--- src/rtl/crc_pkg.sv ---
package crc_pkg;

  // Which bit of a byte enters the divider first.
  typedef enum logic {
    ORDER_MSB = 1'b0,
    ORDER_LSB = 1'b1
  } bit_order_e;

  localparam int BYTE_W = 8;

endpackage

--- src/rtl/crc_byte_feed.sv ---
module crc_byte_feed
  import crc_pkg::*;
#(
  parameter bit_order_e ORDER = ORDER_MSB
) (
  input  logic              clk,
  input  logic              rst_n,
  input  logic              load_i,
  input  logic              abort_i,
  input  logic [BYTE_W-1:0] byte_i,
  input  logic              last_i,
  output logic              step_o,
  output logic              bit_o,
  output logic              last_o,
  output logic              busy_o
);

  localparam int CNT_W = $clog2(BYTE_W + 1);

  logic [BYTE_W-1:0] shreg_q;
  logic [CNT_W-1:0]  left_q;
  logic              last_q;
  logic [BYTE_W-1:0] ordered_w;

  // Put the first-to-send bit at the top of the shifter.
  generate
    if (ORDER == ORDER_LSB) begin : g_reflect
      always_comb begin
        for (int i = 0; i < BYTE_W; i++) ordered_w[i] = byte_i[BYTE_W-1-i];
      end
    end else begin : g_direct
      assign ordered_w = byte_i;
    end
  endgenerate

  always_ff @(posedge clk or negedge rst_n) begin
    if (!rst_n) begin
      shreg_q <= '0;
      left_q  <= '0;
      last_q  <= 1'b0;
    end else if (load_i) begin
      shreg_q <= ordered_w;
      left_q  <= CNT_W'(BYTE_W);
      last_q  <= last_i;
    end else if (abort_i) begin
      left_q  <= '0;
      last_q  <= 1'b0;
    end else if (left_q != '0) begin
      shreg_q <= {shreg_q[BYTE_W-2:0], 1'b0};
      left_q  <= left_q - 1'b1;
    end
  end

  assign busy_o = (left_q != '0);
  assign step_o = busy_o;
  assign bit_o  = shreg_q[BYTE_W-1];
  assign last_o = last_q && (left_q == CNT_W'(1));


  busy_rise_chk: assert property (@(posedge clk) disable iff (!rst_n)
    load_i |=> busy_o);


  busy_len_chk: assert property (@(posedge clk) disable iff (!rst_n)
    ($fell(busy_o) && !$past(abort_i)) |-> $past(busy_o, 8));

endmodule

--- src/rtl/crc_shift_core.sv ---
module crc_shift_core
  import crc_pkg::*;
#(
  parameter int               W      = 8,
  parameter logic [W-1:0]     POLY   = 'h07,
  parameter logic [W-1:0]     PRESET = '0,
  parameter logic [W-1:0]     XOROUT = '0,
  parameter bit_order_e       ORDER  = ORDER_MSB
) (
  input  logic         clk,
  input  logic         rst_n,
  input  logic         start_i,
  input  logic         step_i,
  input  logic         bit_i,
  input  logic         last_i,
  output logic [W-1:0] crc_o,
  output logic         done_o,
  output logic         pass_o
);

  // One divider step: the message bit joins at the moment it is tested.
  function automatic logic [W-1:0] crc_advance(input logic [W-1:0] r, input logic d);
    logic f;
    f = r[W-1] ^ d;
    return {r[W-2:0], 1'b0} ^ (f ? POLY : '0);
  endfunction

  function automatic logic [W-1:0] mirror(input logic [W-1:0] v);
    logic [W-1:0] m;
    for (int i = 0; i < W; i++) m[i] = v[W-1-i];
    return m;
  endfunction

  // Register left by a correct one-pass check: the inversion mask run
  // through a cleared divider.
  function automatic logic [W-1:0] residue_of();
    logic [W-1:0] r;
    r = '0;
    for (int i = W - 1; i >= 0; i--) r = crc_advance(r, XOROUT[i]);
    return r;
  endfunction

  localparam logic [W-1:0] RESIDUE = residue_of();

  logic [W-1:0] crc_q;
  logic         done_q;
  logic [W-1:0] base_w;
  logic [W-1:0] next_w;
  logic [W-1:0] masked_w;
  logic         fb_w;

  assign base_w   = start_i ? PRESET : crc_q;
  assign fb_w     = base_w[W-1] ^ bit_i;
  assign next_w   = step_i ? crc_advance(base_w, bit_i) : base_w;
  assign masked_w = crc_q ^ XOROUT;

  always_ff @(posedge clk or negedge rst_n) begin
    if (!rst_n) begin
      crc_q  <= PRESET;
      done_q <= 1'b0;
    end else begin
      crc_q  <= next_w;
      done_q <= step_i && last_i;
    end
  end

  generate
    if (ORDER == ORDER_LSB) begin : g_out_reflect
      assign crc_o = mirror(masked_w);
    end else begin : g_out_direct
      assign crc_o = masked_w;
    end
  endgenerate

  assign done_o = done_q;
  assign pass_o = (crc_q == RESIDUE);


  hold_chk: assert property (@(posedge clk) disable iff (!rst_n)
    (!start_i && !step_i) |=> $stable(crc_o));


  preset_chk: assert property (@(posedge clk) disable iff (!rst_n)
    (start_i && !step_i) |=> (crc_q == PRESET));


  lsb_fb_chk: assert property (@(posedge clk) disable iff (!rst_n)
    step_i |=> (crc_q[0] == ($past(fb_w) & POLY[0])));

endmodule

--- src/rtl/crc_serial_unit.sv ---
module crc_serial_unit
  import crc_pkg::*;
#(
  parameter int                 CRC_W  = 8,
  parameter logic [CRC_W-1:0]   POLY   = 'h07,
  parameter logic [CRC_W-1:0]   PRESET = '0,
  parameter logic [CRC_W-1:0]   XOROUT = '0,
  parameter bit_order_e         ORDER  = ORDER_MSB
) (
  input  logic              clk,
  input  logic              rst_n,
  input  logic              start_i,
  input  logic              bit_valid_i,
  input  logic              bit_i,
  input  logic              byte_valid_i,
  input  logic [BYTE_W-1:0] byte_i,
  input  logic              last_i,
  output logic              busy_o,
  output logic [CRC_W-1:0]  crc_o,
  output logic              done_o,
  output logic              pass_o
);

  logic ser_busy;
  logic ser_step;
  logic ser_bit;
  logic ser_last;
  logic byte_take;
  logic bit_take;
  logic feed_step;
  logic feed_bit;
  logic feed_last;
  logic ser_live;

  // Bytes win over bits; a busy serialiser blocks both.
  assign byte_take = byte_valid_i && !ser_busy;
  assign bit_take  = bit_valid_i && !ser_busy && !byte_valid_i;
  assign ser_live  = ser_step && !start_i;

  assign feed_step = ser_live || bit_take;
  assign feed_bit  = ser_live ? ser_bit  : bit_i;
  assign feed_last = ser_live ? ser_last : last_i;

  crc_byte_feed #(
    .ORDER (ORDER)
  ) u_feed (
    .clk     (clk),
    .rst_n   (rst_n),
    .load_i  (byte_take),
    .abort_i (start_i),
    .byte_i  (byte_i),
    .last_i  (last_i),
    .step_o  (ser_step),
    .bit_o   (ser_bit),
    .last_o  (ser_last),
    .busy_o  (ser_busy)
  );

  crc_shift_core #(
    .W      (CRC_W),
    .POLY   (POLY),
    .PRESET (PRESET),
    .XOROUT (XOROUT),
    .ORDER  (ORDER)
  ) u_core (
    .clk     (clk),
    .rst_n   (rst_n),
    .start_i (start_i),
    .step_i  (feed_step),
    .bit_i   (feed_bit),
    .last_i  (feed_last),
    .crc_o   (crc_o),
    .done_o  (done_o),
    .pass_o  (pass_o)
  );

  assign busy_o = ser_busy;


  done_idle_chk: assert property (@(posedge clk) disable iff (!rst_n)
    done_o |-> !busy_o);


  abort_chk: assert property (@(posedge clk) disable iff (!rst_n)
    (start_i && busy_o) |=> !busy_o);

endmodule

--- config.mk ---
export PLATFORM = sky130hd
export DESIGN_NAME = crc_serial_unit
export DESIGN_NICKNAME = d
export VERILOG_FILES = /design/src/rtl/crc_pkg.sv /design/src/rtl/crc_byte_feed.sv /design/src/rtl/crc_shift_core.sv /design/src/rtl/crc_serial_unit.sv
export SDC_FILE = /design/constraint.sdc
export NUM_CORES = 1
export LEC_CHECK = 0
export CAP_MARGIN = 10
export CORE_ASPECT_RATIO = 0.6
export CORE_MARGIN = 10
export CORE_UTILIZATION = 46
export CTS_BUF_LIST = sky130_fd_sc_hd__clkbuf_4
export DETAILED_ROUTE_END_ITERATION = 10
export GPL_TIMING_DRIVEN = 1
export PLACE_DENSITY = 0.82
export SLEW_MARGIN = 20
export SYNTH_ARGS = -nofsm -noshare
export SYNTH_HDL_FRONTEND = slang
export SYNTH_SLANG_ARGS = --single-unit
--- constraint.sdc ---
create_clock -name clk -period 1.8 [get_ports clk]
set_input_delay 0.36 -clock clk [delete_from_list [all_inputs] [get_ports clk]]
set_output_delay 0.36 -clock clk [all_outputs]
set_load 0.03 [all_outputs]
---- After elaboration in Yosys (flattened, before gate mapping) ----
Index checks and enable logic that the tools add are counted.
word-level totals
  output and inout port bits .............. 11
  register bits after elaboration ......... 22
  input bits .............................. 15
  RAM bits ................................ 0
  memories kept ........................... 0
  bits in latches ......................... 0
  ROM bits ................................ 0
cells by class
  reductions and logical operators ........ 16
  add/subtract/negate cells ............... 1
  $mul .................................... 0
  shift operators ......................... 0
  bitwise logic cells ..................... 2
  div/mod/pow operators ................... 0
  eq/ne operators ......................... 2
  $lt $le $gt $ge ......................... 0
  multiplexer cells ....................... 13
operators by type and width
  kind                 number
  $mux 8               5
  $mux 4               3
  $logic_not 8->1      1
  $xor 8x8->8          1
  $logic_and 1x1->1    6
  $eq 4x1->1 const B   1
  $mux 1               4
  $reduce_bool 2->1    2
  $reduce_bool 4->1    1
  $sub 4x1->4 const B  1
  $logic_not 1->1      3
  $mux 3               1
  $reduce_bool 3->1    1
  $ne 2x1->1 const B   1
  $reduce_and 2->1     1
  $logic_or 1x1->1     1
  $xor 1x1->1          1

---- Logic depth before layout (Yosys ltp) ----
  depth in word-level cells ............... 7
  gate-level depth with buffers ........... 8

---- Modules after synthesis ----
Synthesis repeated with hierarchy kept, for this count alone.
unflattened totals
  cells, all modules ...................... 114
  area, all modules ....................... 1163.6 µm²
modules (own cells, without submodules)
  module           area an instance (µm²)  times used  cells an instance  seq. area each (µm²)
  crc_byte_feed    679.4                   1           68                 325.3
  crc_shift_core   422.9                   1           40                 225.2
  crc_serial_unit  61.3                    1           6                  0.0

---- Least setup slack after synthesis ----
No wires, ideal clock.
  path kind ............................... reg-to-output
  start point ............................. register u_core.crc_q[7] (netlist: u_core.crc_o[7])
  end point ............................... output pass_o
  data arrival time ....................... 1490 ps
  required time ........................... 1440 ps
  stages on the path, launching flop included .. 3
  setup slack ............................. -50 ps
  cell sequence ........................... dfrtp_1 -> or4_1 -> nor2_1
on the way
  longest elaborated chain between the ends .. 1
ends and longest elaborated chain
  item                    RTL line               RTL
  from (decl)             crc_shift_core.sv:45   logic [W-1:0] crc_q;
  from (signal assigned)  crc_shift_core.sv:62   crc_q <= next_w;
  $logic_not 8->1         crc_shift_core.sv:76   assign pass_o = (crc_q == RESIDUE);
  to (decl)               crc_serial_unit.sv:21  output logic pass_o
No other way between the ends.

---- Worst setup path in the final report ----
  start point ............................. register u_feed.left_q[1]
  end point ............................... register u_feed.shreg_q[1]
on the way
  longest elaborated chain between the ends .. 5
  elaborated cells on any way between the ends .. 7
ends and longest elaborated chain
  item                                                                     RTL line                                  RTL
  from (decl)                                                              crc_byte_feed.sv:21                       logic [CNT_W-1:0] left_q;
  from (signal assigned)                                                   crc_byte_feed.sv:43                       left_q <= CNT_W'(BYTE_W);
  from (signal assigned)                                                   crc_byte_feed.sv:50                       left_q <= left_q - 1'b1;
  $reduce_bool 4->1 *                                                      crc_byte_feed.sv:48, crc_byte_feed.sv:54
  $logic_not 1->1                                                          crc_serial_unit.sv:36                     assign byte_take = byte_valid_i && !ser_busy;
  $logic_and 1x1->1                                                        crc_serial_unit.sv:36
  $ne 2x1->1 (no source line) / $reduce_bool 2->1 (equally long branches)  n/a
  $reduce_and 2->1 (no source line)                                        n/a
  to (signal assigned)                                                     crc_byte_feed.sv:42                       shreg_q <= ordered_w;
  to (signal assigned)                                                     crc_byte_feed.sv:49                       shreg_q <= {shreg_q[BYTE_W-2:0], 1'b0};
  to (decl)                                                                crc_byte_feed.sv:20                       logic [BYTE_W-1:0] shreg_q;
Mark *: on every way between the ends. The rest lies on a longest branch, timed or not.
A chain may end at the register's enable or synchronous reset.

==> results.md <==
Finish:
- The fraction of layout instances using a drive strength above 1 is between 20 and 30%.
- The count of inserted antenna diode cells is 0.
- After filler insertion, the fill cell instance count of the layout stands at around 150.
- From synthesis to final layout, the design area changed by 50.8%.
- The count of non-filler cells in the finished layout is ~190.
- The final layout contains 180 nets.

Outcome:
- The checks that failed: setup timing.
- The flow ran to the end, but the final reports show violations.

Placed design:
- After legalization and detailed placement, the total HPWL measured between 2000 and 2500 µm.
- The routability congestion estimate is between 0.8 and 0.9.
- OpenSTA, run right after detailed placement, puts the worst setup slack at -0.0594 ns.
- During placement, the flow inserted port buffers numbering 25.
- Including well taps, the total number of placed cells is ~170.

Logic synthesis:
- The count of cell types in the netlist is 34.
- The cell type with the largest total area after synthesis is dfrtp_1.
- The synthesized design contains 0 enable-type register cells.
- After synthesis the cells add up to 1170 µm².
- After synthesis, the share of flip-flops with an asynchronous set or reset is 100%.
- The count of state elements after synthesis is 22.
- The number of nets handed over by synthesis was about 130.
- Among all cell types in the netlist, the one instantiated most often is dfrtp_1.
- Sorting the synthesized cells by area gives the leading types as dfrtp_1, mux2i_1, nor2_1.
- The post-synthesis cell count is approximately 110.
- Ranked by instance count, the synthesized netlist is headed by dfrtp_1, mux2i_1, nor2_1.
- Of the post-synthesis cell area, the dominant cell type holds 46.9%.
- The commonest register cell after synthesis is dfrtp_1.
- Averaged over all synthesized cells, the footprint is ~11 µm².
- The number of warnings reported in the yosys synthesis log is 0.
- The share of the Yosys chip area taken by registers is 46.9%.

GRT:
- The number of antenna violations at the first check in global routing is 0.
- The largest net degree at the start of global routing is 23.
- After global routing the overflow that remains totals 0.
- The number of global-route vias before repair is 1,075.
- Global routing used a little over an eighth of the available tracks.
- The first-pass GRT wire length is 5460 µm.

Critical path:
- Data on the critical path is required at its endpoint by between 2 and 2.5 ns.
- The maximum single-stage delay on the critical path is 0.39 ns.
- The family of cells with the greatest summed delay on the critical path is buffers and inverters.
- The standard cell with the maximum stage delay on the critical path is dfrtp_1.
- For the worst setup path, the data arrival time is about 2.2 ns.
- The start-to-end type of the worst setup path is register to register.
- The largest fanout of any net on the critical path is 9.
- By instance count, the cell type seen most on the critical path is buf_6.
- The worst setup path is captured at a register.
- The count of buffer and inverter cells on the critical path is 4.
- The kind of start point of the critical path is a register.
- The critical path goes through inv_2, ha_4, nor3b_4, buf_6, buf_8, nor2_4, buf_6, mux2i_1, o21ai_1.

Floorplanning:
- The initial utilization of the core area, before any placement, comes to a little under half.
- The total area inside the core boundary comes to ~2500 µm².
- The number of ports placed on the die boundary is 26.
- In this run the vertical extent of the chip is ~60 µm.
- The number of placement rows is 14.
- The die covers roughly 5000 µm².
- In this run the horizontal extent of the chip is approximately 85 µm.

Routing:
- The detail route stage leaves a number of antenna-violating nets equal to 0.
- The detailed-route wire length per cell is 20.6 µm.
- The count of unresolved DRC violations after routing is 0.
- Before antenna repair, the detailed router went through 4 iterations.
- The wire length reported by the detailed router is between 3000 and 4000 µm.
- The detailed router finished its first iteration with between 150 and 200 violations.
- The total vias in the final route is approximately 1,100.
- Dividing the detail-routed via count by the number of cells gives roughly 6.

Power:
- The worst-case IR drop observed on VDD is around 770 µV.
- The static leakage power is roughly 0.88 nW.
- Power spread over the standard cell area amounts to 1610 nW/µm².

Timing:
- The slew at the pin closest to its max-slew limit is about 0.59 ns.
- The final clock skew is between 0.015 and 0.02 ns.
- The final-report max-slew violation count is 0.
- The max-slew headroom at the worst pin is 60.4%.
- Derived from the worst setup path, the maximum achievable clock frequency is about 510 MHz.
- Once routing completed, OpenROAD measured the worst setup slack at -0.151 ns.
- Setup repair after global routing could not meet its margin everywhere.
- Setup violations remaining at the end of the flow were counted as 4.
- The final-report hold violation count is 0.
- The share of the clock period used by the worst path is 108%.
- The hold slack is ~0.38 ns.
- The shortest clock period the worst path allows after layout is approximately 2 ns.

Clock network:
- The number of clock sinks is 22.
- CTS built an H-tree with a depth of 1.
- The CTS buffer count is 3.
- The number of buffers inserted by hold repair at cts is 0.
- The maximum buffer depth of the clock tree is 2.
- The insertion delay to the later sink of the worst-skew pair is between 0.3 and 0.4 ns.
- The root cell of the clock tree is clkbuf_4.
- The TritonCTS clock tree is yes.
- Clock-pin slew was measured on the worst setup and hold paths at around 0.13 ns.

Flow run:
- The number of max-capacitance violations reported is 0.

Min path:
- The tightest min-delay check is of the input port to asynchronous set/reset pin type.
## cell type report
type                       instances  area (µm²)  area share [%]
sequential                        22         552            31.1
multi-input combinational         80         623            35.2
clock inverter                     1        3.75           0.212
inverter                           5        26.3            1.48
timing repair buffer              51         504            28.5
clock buffer                       3        22.5            1.27
tap                               32        40.0            2.26
## routing by layer
| layer | global-route usage, % | wire length, µm | up-vias |
|---|---|---|---|
| li1 | - | - | 496 |
| met1 | 15.4 | 1580 | 545 |
| met2 | 23.3 | 1950 | 75 |
| met3 | 3.85 | 279 | 20 |
| met4 | 6.78 | 181 | 0 |
| met5 | 0 | 0 | - |
## timing repair
action / in CTS / in global routing
pin swaps: 5 / 2
endpoints found under the setup margin: 7 / 20
hold endpoints to repair: 0 / 0
setup buffers: 11 / 7
resized for setup: 16 / 21
## layout by cell type (no fill, tap or decap), drive strengths merged, types with 2 or more instances in the layout
cell and count:
o2111ai 2, and3 2, mux2i 13, buf 28
a31oi 4, nand2b 2, xnor2 3, dfrtp 22
inv 5, ha 2, nor3b 3, nor2 14
or4 2, dlygate4sd2 4, clkbuf 3, o221ai 2
nand2 8, dlymetal6s2s 4, o21ai 9, nor3 5
a21oi 2, clkdlybuf4s50 15
## cells by family (layout without fill, tap and decap cells)
kind of cell,Yosys count,in the layout,share of synthesized area (%)
AND/OR/NAND/NOR,38,38,18.6
multiplexers,13,13,12.1
buffers and inverters,9,60,4.26
adder cells (fa/ha/maj),2,2,2.13
flip-flops,22,22,46.9
XOR/XNOR,4,4,2.98
AO/OA/AOI/OAI,23,23,13.0
## power breakdown
group / switching, W / leakage (nW) / total [W] / internal (W)
Sequential: 0.000146 / 0.288 / 0.000799 / 0.000653
Combinational: 0.000928 / 0.573 / 0.00181 / 0.000881
Clock: 0.000157 / 0.0154 / 0.000238 / 0.0000814
## path summary, 6_finish.rpt
check                                         startpoint                       endpoint  slack, ns  cells after the start
setup / recovery            u_feed.left_q[1]$_DFFE_PN0P_  u_feed.shreg_q[1]$_DFFE_PN0P_      -0.15                      9
hold / removal                                     rst_n   u_feed.left_q[3]$_DFFE_PN0P_       0.38                      2
setup reg to reg            u_feed.left_q[1]$_DFFE_PN0P_  u_feed.shreg_q[1]$_DFFE_PN0P_      -0.15                      9
hold reg to reg            u_feed.shreg_q[0]$_DFFE_PN0P_  u_feed.shreg_q[0]$_DFFE_PN0P_       0.56                      1
max in group asynchronous                          rst_n      u_core.crc_o[7]$_DFF_PN0_       1.17                      2
min in group clk           u_feed.shreg_q[0]$_DFFE_PN0P_  u_feed.shreg_q[0]$_DFFE_PN0P_       0.56                      1
## state kept, by name (all words and copies together), names as in the netlist
name,cells
u_core.done_o,1
u_feed.last_q,1
u_core.crc_o,8
u_feed.shreg_q,8
u_feed.left_q,4
## per-stage QoR
stage                     TNS [ns]  cell area [µm²]  power [W]  utilization, %
after floorplan                  0             1180    0.00165               -
after global placement           0             1500    0.00197            60.9
after detailed placement   -0.0865             1500    0.00204            60.9
after CTS                   -0.251             1660    0.00251            67.2
after global routing         -1.15             1770    0.00297            71.7
final                       -0.510             1770    0.00285            71.7
(Power assumes the default switching activity.)
